$ cat src/rtl/rseq_pkg.sv
`timescale 1ns/1ps
package rseq_pkg;
  typedef enum logic [1:0] {
    ST_OFF  = 2'd0,
    ST_UP   = 2'd1,
    ST_ON   = 2'd2,
    ST_DOWN = 2'd3
  } seq_state_e;
endpackage

$ cat src/rtl/rseq_cfg.sv
`timescale 1ns/1ps
module rseq_cfg #(
  parameter int NUM_RAILS = 11,
  parameter int NUM_SLOTS = 16,
  parameter int AW        = 6,
  localparam int SLOT_W    = $clog2(NUM_SLOTS),
  localparam int DUR_BYTES = NUM_SLOTS / 4
) (
  input  logic                               clk,
  input  logic                               rst_n,
  input  logic                               wr,
  input  logic                               wr_allow,
  input  logic [AW-1:0]                      addr,
  input  logic [7:0]                         wdata,
  output logic [7:0]                         rdata,
  output logic [NUM_RAILS-1:0][SLOT_W-1:0]   up_slot,
  output logic [NUM_RAILS-1:0][SLOT_W-1:0]   dn_slot,
  output logic [NUM_SLOTS-1:0][1:0]          up_code,
  output logic [NUM_SLOTS-1:0][1:0]          dn_code
);
  localparam int RAIL_UP_BASE = 'h00;
  localparam int RAIL_DN_BASE = 'h10;
  localparam int UP_DUR_BASE  = 'h20;
  localparam int DN_DUR_BASE  = 'h28;

  logic wr_ok;
  assign wr_ok = wr && wr_allow;

  always_ff @(posedge clk) begin
    if (!rst_n) begin
      up_slot <= '0;
      dn_slot <= '0;
      up_code <= '0;
      dn_code <= '0;
    end else if (wr_ok) begin
      for (int r = 0; r < NUM_RAILS; r++) begin
        if (addr == AW'(RAIL_UP_BASE + r)) up_slot[r] <= wdata[7 -: SLOT_W];
        if (addr == AW'(RAIL_DN_BASE + r)) dn_slot[r] <= wdata[7 -: SLOT_W];
      end
      for (int b = 0; b < DUR_BYTES; b++) begin
        for (int j = 0; j < 4; j++) begin
          if (addr == AW'(UP_DUR_BASE + b)) up_code[4*b+j] <= wdata[7-2*j -: 2];
          if (addr == AW'(DN_DUR_BASE + b)) dn_code[4*b+j] <= wdata[7-2*j -: 2];
        end
      end
    end
  end

  always_comb begin
    rdata = '0;
    for (int r = 0; r < NUM_RAILS; r++) begin
      if (addr == AW'(RAIL_UP_BASE + r)) rdata[7 -: SLOT_W] = up_slot[r];
      if (addr == AW'(RAIL_DN_BASE + r)) rdata[7 -: SLOT_W] = dn_slot[r];
    end
    for (int b = 0; b < DUR_BYTES; b++) begin
      for (int j = 0; j < 4; j++) begin
        if (addr == AW'(UP_DUR_BASE + b)) rdata[7-2*j -: 2] = up_code[4*b+j];
        if (addr == AW'(DN_DUR_BASE + b)) rdata[7-2*j -: 2] = dn_code[4*b+j];
      end
    end
  end
endmodule

$ cat src/rtl/rseq_timer.sv
`timescale 1ns/1ps
module rseq_timer #(
  parameter int TICK_DIV = 100000,
  parameter int TICK_W   = 5,
  localparam int PRE_W   = (TICK_DIV > 1) ? $clog2(TICK_DIV) : 1
) (
  input  logic              clk,
  input  logic              rst_n,
  input  logic              load,
  input  logic [TICK_W-1:0] load_ticks,
  output logic              expire
);
  localparam logic [PRE_W-1:0] PRE_LAST = PRE_W'(TICK_DIV - 1);

  logic [TICK_W-1:0] ticks_left;
  logic [PRE_W-1:0]  pre;

  always_ff @(posedge clk) begin
    if (!rst_n) begin
      ticks_left <= '0;
      pre        <= '0;
    end else if (load) begin
      ticks_left <= load_ticks;
      pre        <= '0;
    end else if (ticks_left != '0) begin
      if (pre == PRE_LAST) begin
        pre        <= '0;
        ticks_left <= ticks_left - 1'b1;
      end else begin
        pre <= pre + 1'b1;
      end
    end
  end

  assign expire = (ticks_left == TICK_W'(1)) && (pre == PRE_LAST);
endmodule

$ cat src/rtl/rseq_fsm.sv
`timescale 1ns/1ps
module rseq_fsm
  import rseq_pkg::*;
#(
  parameter int NUM_SLOTS = 16,
  parameter int C1_TICKS  = 3,
  parameter int C2_TICKS  = 6,
  parameter int C3_TICKS  = 20,
  localparam int SLOT_W   = $clog2(NUM_SLOTS),
  localparam int TICK_W   = $clog2(C3_TICKS + 1)
) (
  input  logic                      clk,
  input  logic                      rst_n,
  input  logic                      up_req,
  input  logic                      dn_req,
  input  logic [NUM_SLOTS-1:0][1:0] up_code,
  input  logic [NUM_SLOTS-1:0][1:0] dn_code,
  input  logic                      expire,
  output seq_state_e                state,
  output logic [SLOT_W-1:0]         slot,
  output logic                      act,
  output logic                      timer_load,
  output logic [TICK_W-1:0]         load_ticks,
  output logic                      done
);
  logic        in_wait;
  logic        pend_dn;
  logic        walking;
  logic        advance;
  logic [1:0]  cur_code;

  assign walking  = (state == ST_UP) || (state == ST_DOWN);
  assign cur_code = (state == ST_UP) ? up_code[slot] : dn_code[slot];

  always_comb begin
    case (cur_code)
      2'd0:    load_ticks = '0;
      2'd1:    load_ticks = TICK_W'(C1_TICKS);
      2'd2:    load_ticks = TICK_W'(C2_TICKS);
      default: load_ticks = TICK_W'(C3_TICKS);
    endcase
  end

  assign act        = walking && !in_wait;
  assign timer_load = act && (load_ticks != '0);
  assign advance    = act ? (load_ticks == '0) : (walking && in_wait && expire);

  always_ff @(posedge clk) begin
    if (!rst_n) begin
      state   <= ST_OFF;
      slot    <= '0;
      in_wait <= 1'b0;
      pend_dn <= 1'b0;
      done    <= 1'b0;
    end else begin
      done <= 1'b0;
      case (state)
        ST_OFF: if (up_req) begin
          state   <= ST_UP;
          slot    <= '0;
          in_wait <= 1'b0;
          pend_dn <= 1'b0;
        end
        ST_ON: if (dn_req) begin
          state   <= ST_DOWN;
          slot    <= '0;
          in_wait <= 1'b0;
        end
        default: begin
          if (state == ST_UP && dn_req) pend_dn <= 1'b1;
          if (act && !advance) in_wait <= 1'b1;
          if (advance) begin
            in_wait <= 1'b0;
            if (state == ST_UP && (pend_dn || dn_req)) begin
              state   <= ST_DOWN;
              slot    <= '0;
              pend_dn <= 1'b0;
            end else if (slot == SLOT_W'(NUM_SLOTS - 1)) begin
              state <= (state == ST_UP) ? ST_ON : ST_OFF;
              slot  <= '0;
              done  <= 1'b1;
            end else begin
              slot <= slot + 1'b1;
            end
          end
        end
      endcase
    end
  end

  AST_DONE_SINGLE: assert property (@(posedge clk) disable iff (!rst_n)
    done |=> !done);
  AST_DONE_AT_END: assert property (@(posedge clk) disable iff (!rst_n)
    done |-> (state == ST_ON || state == ST_OFF));
  AST_WAIT_ONLY_WALKING: assert property (@(posedge clk) disable iff (!rst_n)
    in_wait |-> walking);
  AST_ABORT_HOLDS_SLOT: assert property (@(posedge clk) disable iff (!rst_n)
    (state == ST_UP && in_wait && !expire) |=> (state == ST_UP));
  AST_UP_IGNORED_DOWN: assert property (@(posedge clk) disable iff (!rst_n)
    (state == ST_DOWN && up_req) |=> (state != ST_UP));
endmodule

$ cat src/rtl/rail_sequencer.sv
`timescale 1ns/1ps
module rail_sequencer
  import rseq_pkg::*;
#(
  parameter int NUM_RAILS = 11,
  parameter int NUM_SLOTS = 16,
  parameter int TICK_DIV  = 100000,
  parameter int C1_TICKS  = 3,
  parameter int C2_TICKS  = 6,
  parameter int C3_TICKS  = 20
) (
  input  logic                 clk,
  input  logic                 rst_n,
  input  logic                 pwr_up_req,
  input  logic                 pwr_dn_req,
  input  logic                 cfg_wr,
  input  logic [5:0]           cfg_addr,
  input  logic [7:0]           cfg_wdata,
  output logic [7:0]           cfg_rdata,
  output logic [NUM_RAILS-1:0] rail_en,
  output logic [1:0]           seq_state,
  output logic                 seq_done
);
  localparam int SLOT_W = $clog2(NUM_SLOTS);
  localparam int TICK_W = $clog2(C3_TICKS + 1);

  logic [NUM_RAILS-1:0][SLOT_W-1:0] up_slot, dn_slot;
  logic [NUM_SLOTS-1:0][1:0]        up_code, dn_code;
  seq_state_e                       state;
  logic [SLOT_W-1:0]                slot;
  logic                             act, timer_load, expire;
  logic [TICK_W-1:0]                load_ticks;

  rseq_cfg #(.NUM_RAILS(NUM_RAILS), .NUM_SLOTS(NUM_SLOTS), .AW(6)) u_cfg (
    .clk(clk), .rst_n(rst_n), .wr(cfg_wr), .wr_allow(state == ST_OFF),
    .addr(cfg_addr), .wdata(cfg_wdata), .rdata(cfg_rdata),
    .up_slot(up_slot), .dn_slot(dn_slot), .up_code(up_code), .dn_code(dn_code));

  rseq_fsm #(.NUM_SLOTS(NUM_SLOTS), .C1_TICKS(C1_TICKS), .C2_TICKS(C2_TICKS),
             .C3_TICKS(C3_TICKS)) u_fsm (
    .clk(clk), .rst_n(rst_n), .up_req(pwr_up_req), .dn_req(pwr_dn_req),
    .up_code(up_code), .dn_code(dn_code), .expire(expire),
    .state(state), .slot(slot), .act(act), .timer_load(timer_load),
    .load_ticks(load_ticks), .done(seq_done));

  rseq_timer #(.TICK_DIV(TICK_DIV), .TICK_W(TICK_W)) u_timer (
    .clk(clk), .rst_n(rst_n), .load(timer_load), .load_ticks(load_ticks),
    .expire(expire));

  for (genvar i = 0; i < NUM_RAILS; i++) begin : g_rail
    always_ff @(posedge clk) begin
      if (!rst_n) rail_en[i] <= 1'b0;
      else if (act && state == ST_UP && up_slot[i] == slot) rail_en[i] <= 1'b1;
      else if (act && state == ST_DOWN && dn_slot[i] == slot) rail_en[i] <= 1'b0;
    end
  end

  assign seq_state = state;

  AST_ON_ALL_HIGH: assert property (@(posedge clk) disable iff (!rst_n)
    (state == ST_ON) |-> (&rail_en));
  AST_OFF_ALL_LOW: assert property (@(posedge clk) disable iff (!rst_n)
    (state == ST_OFF) |-> (rail_en == '0));
  AST_EN_MOVES_ON_ACT: assert property (@(posedge clk) disable iff (!rst_n)
    !$stable(rail_en) |-> $past(act));
  AST_CFG_LOCKED: assert property (@(posedge clk) disable iff (!rst_n)
    (cfg_wr && state != ST_OFF) |=> (!$stable(cfg_addr) || $stable(cfg_rdata)));
endmodule

$ cat config.mk
export PLATFORM = sky130hd
export DESIGN_NAME = rail_sequencer
export DESIGN_NICKNAME = d
export VERILOG_FILES = /design/src/rtl/rseq_pkg.sv /design/src/rtl/rseq_cfg.sv /design/src/rtl/rseq_timer.sv /design/src/rtl/rseq_fsm.sv /design/src/rtl/rail_sequencer.sv
export SDC_FILE = /design/constraint.sdc
export NUM_CORES = 1
export LEC_CHECK = 0
export BUFFER_PORTS_ARGS = -buffer_cell sky130_fd_sc_hd__buf_2
export CAP_MARGIN = 5
export CORE_UTILIZATION = 55
export CTS_BUF_LIST = sky130_fd_sc_hd__clkbuf_8
export DETAILED_ROUTE_END_ITERATION = 7
export HOLD_SLACK_MARGIN = 0.03
export PLACE_DENSITY = 0.8
export SLEW_MARGIN = 20
export SYNTH_ARGS = -nofsm -noshare
export SYNTH_HDL_FRONTEND = slang
export SYNTH_HIERARCHICAL = 1
export SYNTH_SLANG_ARGS = --single-unit
$ cat constraint.sdc
create_clock -name clk -period 2.9 [get_ports clk]
set_input_delay 0.435 -clock clk [delete_from_list [all_inputs] [get_ports clk]]
set_output_delay 0.435 -clock clk [all_outputs]
set_load 0.01 [all_outputs]
Word level (Yosys, flattened, before mapping)
Index checks and enable logic that the tools add are counted.
- register bits: 194
- bits of input ports: 19
- output and inout bits: 22
- logic and storage cells: 346
- $add $sub $neg: 3
- $lt $le $gt $ge: 1
- equal/unequal tests: 61
- mux-type cells: 110
- bitwise operators: 3
- reductions and logical operators: 96
- operators with widths (kind ; number):
    $mux W4 ; 27
    $eq A4 B4 Y1 ; 22
    $mux W2 ; 41
    $eq A6 B5 Y1 const B ; 11
    $reduce_and A2 Y1 ; 32
    $eq A6 B6 Y1 const B ; 8
    $logic_and A1 B1 Y1 ; 33
    $mux W1 ; 31
    $reduce_bool A2 Y1 ; 13
    $eq A6 B3 Y1 const B ; 4
    $eq A6 B4 Y1 const B ; 3
    $add A17 B1 Y17 const B ; 1
    $eq A17 B17 Y1 const B ; 1
    $mux W17 ; 1
    $bmux W2 S4 ; 2
    $mux W5 ; 3
    $pmux W5 S3 ; 1
    $eq A6 B2 Y1 const B ; 2
    $reduce_bool A5 Y1 ; 2
    $pmux W4 S2 ; 1
    $reduce_bool A4 Y1 ; 2
    $eq A2 B2 Y1 const B ; 3
    $eq A6 B1 Y1 const B ; 1
    $logic_not A6 Y1 ; 1
    19 further kinds ; 28

Depth between registers and ports, before layout
- word-level depth: 31
- gate-level depth with buffers: 14
- depth with buffers taken out: 12

Hierarchy
Netlist, hierarchy kept.
- by module, submodules not included (module ; instances ; cells an instance ; area an instance (µm²) ; seq. area each (µm²)):
    rseq_cfg ; 1 ; 986 ; 7880.1 ; 3042.9
    rail_sequencer ; 1 ; 162 ; 1426.4 ; 220.2
    rseq_fsm ; 1 ; 115 ; 1211.2 ; 180.2
    rseq_timer ; 1 ; 142 ; 1201.2 ; 440.4

Worst setup path before layout
No wires, ideal clock.
- path kind: register to register
- start: register u_fsm.state[1]
- end: register u_timer.pre[2]
- library setup time: 0.117 ns
- data arrival time: 3.103 ns
- required time: 2.783 ns
- slack: -0.321 ns
- stages on the path, launching flop included: 15
- path buffers: 2
- period minus slack after synthesis: 3.221 ns
- cells stage by stage: dfxtp_1 -> inv_1 -> ha_1 -> buf_6 -> inv_1 -> or3_1 -> o22ai_1 -> or4_1 -> ha_1 -> nor3_1 -> inv_1 -> nand2_1 -> o21bai_2 -> buf_2 -> nor2_1
- longest elaborated chain between the ends: 7
- elaborated cells on any way between the ends: 12
- those cells by class: eq/ne (4); mux (2); reduce/logical (6)
- ends and longest elaborated chain (what ; line ; source):
    start, declared ; rseq_fsm.sv:19 ; output seq_state_e state,
    start signal, assigned ; rseq_fsm.sv:79 ; state <= (state == ST_UP) ? ST_ON : ST_OFF;
    $eq A2 B1 Y1 ; rseq_fsm.sv:32, rseq_fsm.sv:33 ;
    $mux W2 ; rseq_fsm.sv:33 ; assign cur_code = (state == ST_UP) ? up_code[slot] : dn_code[slot];
    $eq A2 B2 Y1 (tied with other cells) ; rseq_fsm.sv:36 ; case (cur_code)
    $pmux W5 S3 ; rseq_fsm.sv:36 ;
    $reduce_bool A5 Y1 ; rseq_fsm.sv:45 ; assign timer_load = act && (load_ticks != '0);
    $logic_and A1 B1 Y1 * ; rseq_fsm.sv:45 ;
    via timer_load ; rail_sequencer.sv:31 ; logic act, timer_load, expire;
    $reduce_or A2 Y1 (no source line) * ; -- ;
    end signal, assigned ; rseq_timer.sv:30 ; pre <= pre + 1'b1;
    end, declared ; rseq_timer.sv:16 ; logic [PRE_W-1:0] pre;
Mark *: on every way through the listed nets, which the timed path passes. The rest lies on a longest branch.
A chain may end at the register's enable or synchronous reset.

Worst setup path in the final report
- start: input cfg_addr[1]
- end: output cfg_rdata[4]
- longest elaborated chain between the ends: 31
- elaborated cells on any way between the ends: 60
- those cells by class: eq/ne (29); mux (30); reduce/logical (1)
- ends and longest elaborated chain (what ; line ; source):
    start, declared ; rail_sequencer.sv:17 ; input logic [5:0] cfg_addr,
    $logic_not A6 Y1 ; rseq_cfg.sv:52 ; if (addr == AW'(RAIL_UP_BASE + r)) rdata[7 -: SLOT_W] = up_slot[r];
    $mux W4 ; rseq_cfg.sv:52 ;
    $mux W4 ; rseq_cfg.sv:53 ; if (addr == AW'(RAIL_DN_BASE + r)) rdata[7 -: SLOT_W] = dn_slot[r];
    $mux W4 ; rseq_cfg.sv:52 ;
    $mux W4 ; rseq_cfg.sv:53 ;
    $mux W4 ; rseq_cfg.sv:52 ;
    $mux W4 ; rseq_cfg.sv:53 ;
    $mux W4 ; rseq_cfg.sv:52 ;
    [15 not listed] ; -- ;
    $mux W2 ; rseq_cfg.sv:57 ; if (addr == AW'(UP_DUR_BASE + b)) rdata[7-2*j -: 2] = up_code[4*b+j];
    $mux W2 ; rseq_cfg.sv:58 ; if (addr == AW'(DN_DUR_BASE + b)) rdata[7-2*j -: 2] = dn_code[4*b+j];
    $mux W2 ; rseq_cfg.sv:57 ;
    $mux W2 ; rseq_cfg.sv:58 ;
    $mux W2 ; rseq_cfg.sv:57 ;
    $mux W2 ; rseq_cfg.sv:58 ;
    $mux W2 ; rseq_cfg.sv:57 ;
    $mux W2 * ; rseq_cfg.sv:58 ;
    end, declared ; rail_sequencer.sv:19 ; output logic [7:0] cfg_rdata,
Mark *: on every way between the ends. The rest lies on a longest branch, timed or not.

==> results.yml <==
status:
  outcome: "finished, final reports clean"
sta:
  period_minus_slack_ns: 2.882
  fin_hold_ws_ns: 0.2997
  finalMaxSlewViolations: 0
  fin_crit_sh_pct: 99.39
  worst_slew_pin_slew_ns: 0.8203
  hold_viol_final: 0
  max_freq_mhz: 347.0
  setup_viol: 0
  skew_ns: 0.01441
  slew_headroom_pct: 45.31
worst_setup_path:
  worstPathMaxFanout: 12
  worstPathRequired_ns: 2.47
  rr_startpoint: "u_fsm/slot[1]"
  worst_ep_arrival_time_ns: 2.45
  worstSetupPathType: "in -> out"
  worstSetupStartpoint: "cfg_addr[1]"
  cp-end-kind: "output pin"
  start_kind: "input pin"
final_layout:
  drive_above_1_share_pct: 17.40
  diodes: 0
  fill_cells: 1781
  regArea_um2: 3892
  finalNetCount: 1490
  multi_input_area_um2: 7380
  final_core_util_pct: 62.79
  area_growth_pct: 12.28
  design_area_um2: 13160
  finalNonFillerCells: 1746
clock_network:
  path_clk_slew_ns: 0.10
  cts_tree: "yes"
  htreeDepth: 4
  clk_path_buf_depth: 2
  clockRootBuffer: "clkbuf_8"
  cts_made_buffers: 17
  clock-sinks: 194
  clk_latency_ns: 0.49
place:
  io_buffers: 40
  hpwl_um: 24780
  placed_area_um2: 12430
  dp_cells: 1703
  place.gp.congestion: 1.044
drt:
  drt_iter0_drc: 1284
  vias: 11250
  avgRoutedWirePerCell_um: 20.20
  drc: 0
  viasPerCell: 6.444
  ant_nets: 0
  first_pass_iters: 8
  postRouteWirelength_um: 35260
synth:
  netlist.area_leader.share_pct: 33.14
  synth_nets: 1436
  synth_ff_type: "dfxtp_1"
  synthArstFlopShare_pct: 0
  netlist_top_cells_area: "dfxtp_1 33%, a21boi_0 8.8%, nand2_1 7.1%"
  yosysTopAreaCell: "dfxtp_1"
  postSynthAreaPerCell_um2: 8.341
  synth_edf_count: 0
  synth.most_common_cell: "nand2_1"
  syn_area_um2: 11720
  synthTopCellsByCount: "221 x nand2_1, 194 x dfxtp_1, 137 x a21boi_0"
  ys_warn_count: 6
  synthCells: 1405
  synthDistinctLibCells: 92
  ys_seq_area_share_pct: 33.14
  synth.ff_latch_count: 194
global_route:
  grt_use_total_pct: 31.93
  grt_max_degree: 87
  grt_pass1_wl_um: 55140
  grt_pass1_vias: 10350
  antenna_found_initial: 0
  grt-busiest-layer: "met2"
  use_met2_pct: 49.69
  use_met3_pct: 5.401
  use_met1_pct: 44.26
  grt-ovfl-total: 0
power:
  p_per_area_nw_per_um2: 504.1
  max-vdd-ir-drop_mv: 0.3266
  leakagePower_uw: 0.004454
  total_power_uw: 6633
job:
  drv_cap: 0
floorplanning:
  die-width_um: 148.0
  io_pins: 41
  die_area_um2: 21900
  die_h_um: 148.0
  start_util_pct: 55.92
  core_area_um2: 20960
  row_count: 53
min_path:
  holdCritStartpoint: "cfg_wdata[1]"
  hp-class: "in -> reg"
==> report_power, final <==
group | leakage [uW] | internal [uW] | total [uW] | switching [uW]
registers | 0.00157 | 2780 | 2890 | 110
logic | 0.00270 | 781 | 2030 | 1250
clock network | 0.000191 | 723 | 1710 | 986
==> per-layer routing <==
layer	share of wire, %	vias up	wire [um]
met4	2.9	0	1016
met3	9.8	101	3472
met5	0	-	0
met1	42	5288	14970
li1	-	5190	-
met2	45	673	15800
==> final timing paths <==
path	endpoint	slack [ns]	depth (start not counted)
hold reg to reg	rail_en[0]	0.47	2
hold / removal	u_cfg/dn_code[23]	0.30	3
setup / recovery	cfg_rdata[4]	0.02	11
setup reg to reg	u_fsm/slot[3]	0.09	9
==> final cells by class <==
cell class / instances / share of cell area (%)
Multi-Input combinational cell: 1085 / 56.09
Clock buffer: 19 / 1.987
Tap cell: 275 / 2.615
Inverter: 15 / 0.4564
Clock inverter: 12 / 0.8368
Timing Repair Buffer: 146 / 8.435
Sequential cell: 194 / 29.58
==> cell usage in the layout (no fill, tap or decap), types with 7 or more instances in the layout <==
| cell | instances |
|---|---|
| a211oi_1 | 9 |
| a21boi_0 | 137 |
| a21oi_1 | 31 |
| a22oi_1 | 13 |
| a31oi_1 | 7 |
| and3_1 | 8 |
| buf_2 | 32 |
| buf_4 | 101 |
| clkbuf_8 | 19 |
| dfxtp_1 | 187 |
| dfxtp_2 | 7 |
| ha_1 | 10 |
| inv_1 | 16 |
| mux2_2 | 8 |
| mux2i_1 | 28 |
| mux4_1 | 15 |
| nand2_1 | 220 |
| nand3_1 | 89 |
| nand4_1 | 34 |
| nor2_1 | 63 |
| nor2b_1 | 23 |
| nor3_1 | 12 |
| nor4_1 | 9 |
| o211ai_1 | 14 |
| o21ai_0 | 77 |
| o21ai_1 | 14 |
| o22ai_1 | 18 |
| or3_1 | 8 |
| or4_1 | 7 |
| xnor2_1 | 88 |
| xor2_1 | 8 |
==> repair_timing <==
item                       CTS  global route
pin swaps                    2            12
setup endpoints to repair    4            31
buffers inserted             0            11
hold buffers                 0             0
gates resized for setup     15            48
gates cloned                 0             1
==> critical path: stages <==
cell and delay (ns):
clkbuf_4 0.17, buf_12 0.16, or2_4 0.30, buf_4 0.15
o21ai_0 0.22, o2bb2ai_2 0.12, a2111oi_4 0.30, o41a_1 0.23
a311oi_2 0.08, buf_4 0.18, buf_6 0.11
==> kinds of logic (layout without fill, tap and decap cells) <==
kind of cell               count (synthesis)  after routing  share of synthesized area, %
xor gates and xnor gates                  96             96                         7.175
muxes                                     53             53                         6.801
AOI/OAI and AO/OA                        385            386                         22.71
buffers and inverters                    127            192                         5.669
adders and majority gates                 12             12                         1.281
and+or+nand+nor                          537            537                         23.19
other                                      1              1                       0.03200
DFF                                      194            194                         33.14
==> flip-flops by register name, indices dropped and copies added, names as in the netlist <==
register / cells
u_cfg/dn_slot: 44
u_cfg/up_slot: 44
u_cfg/dn_code: 32
u_cfg/up_code: 32
u_timer/pre: 17
rail_en: 11
u_timer/ticks_left: 5
u_fsm/slot: 4
u_fsm/state: 2
u_fsm/done: 1
u_fsm/in_wait: 1
u_fsm/pend_dn: 1
==> through the flow <==
| step | setup TNS (ns) | worst slack, ns |
|---|---|---|
| 2_1_floorplan | 0 | 0.03268 |
| 3_3_place_gp | -0.4866 | -0.2555 |
| 3_5_place_dp | -0.3960 | -0.2396 |
| 4_1_cts | -0.004702 | -0.004702 |
| 5_1_grt | -0.01530 | -0.01530 |
| 6_report | 0 | 0.01778 |
Power figures use the tool's default switching activity.
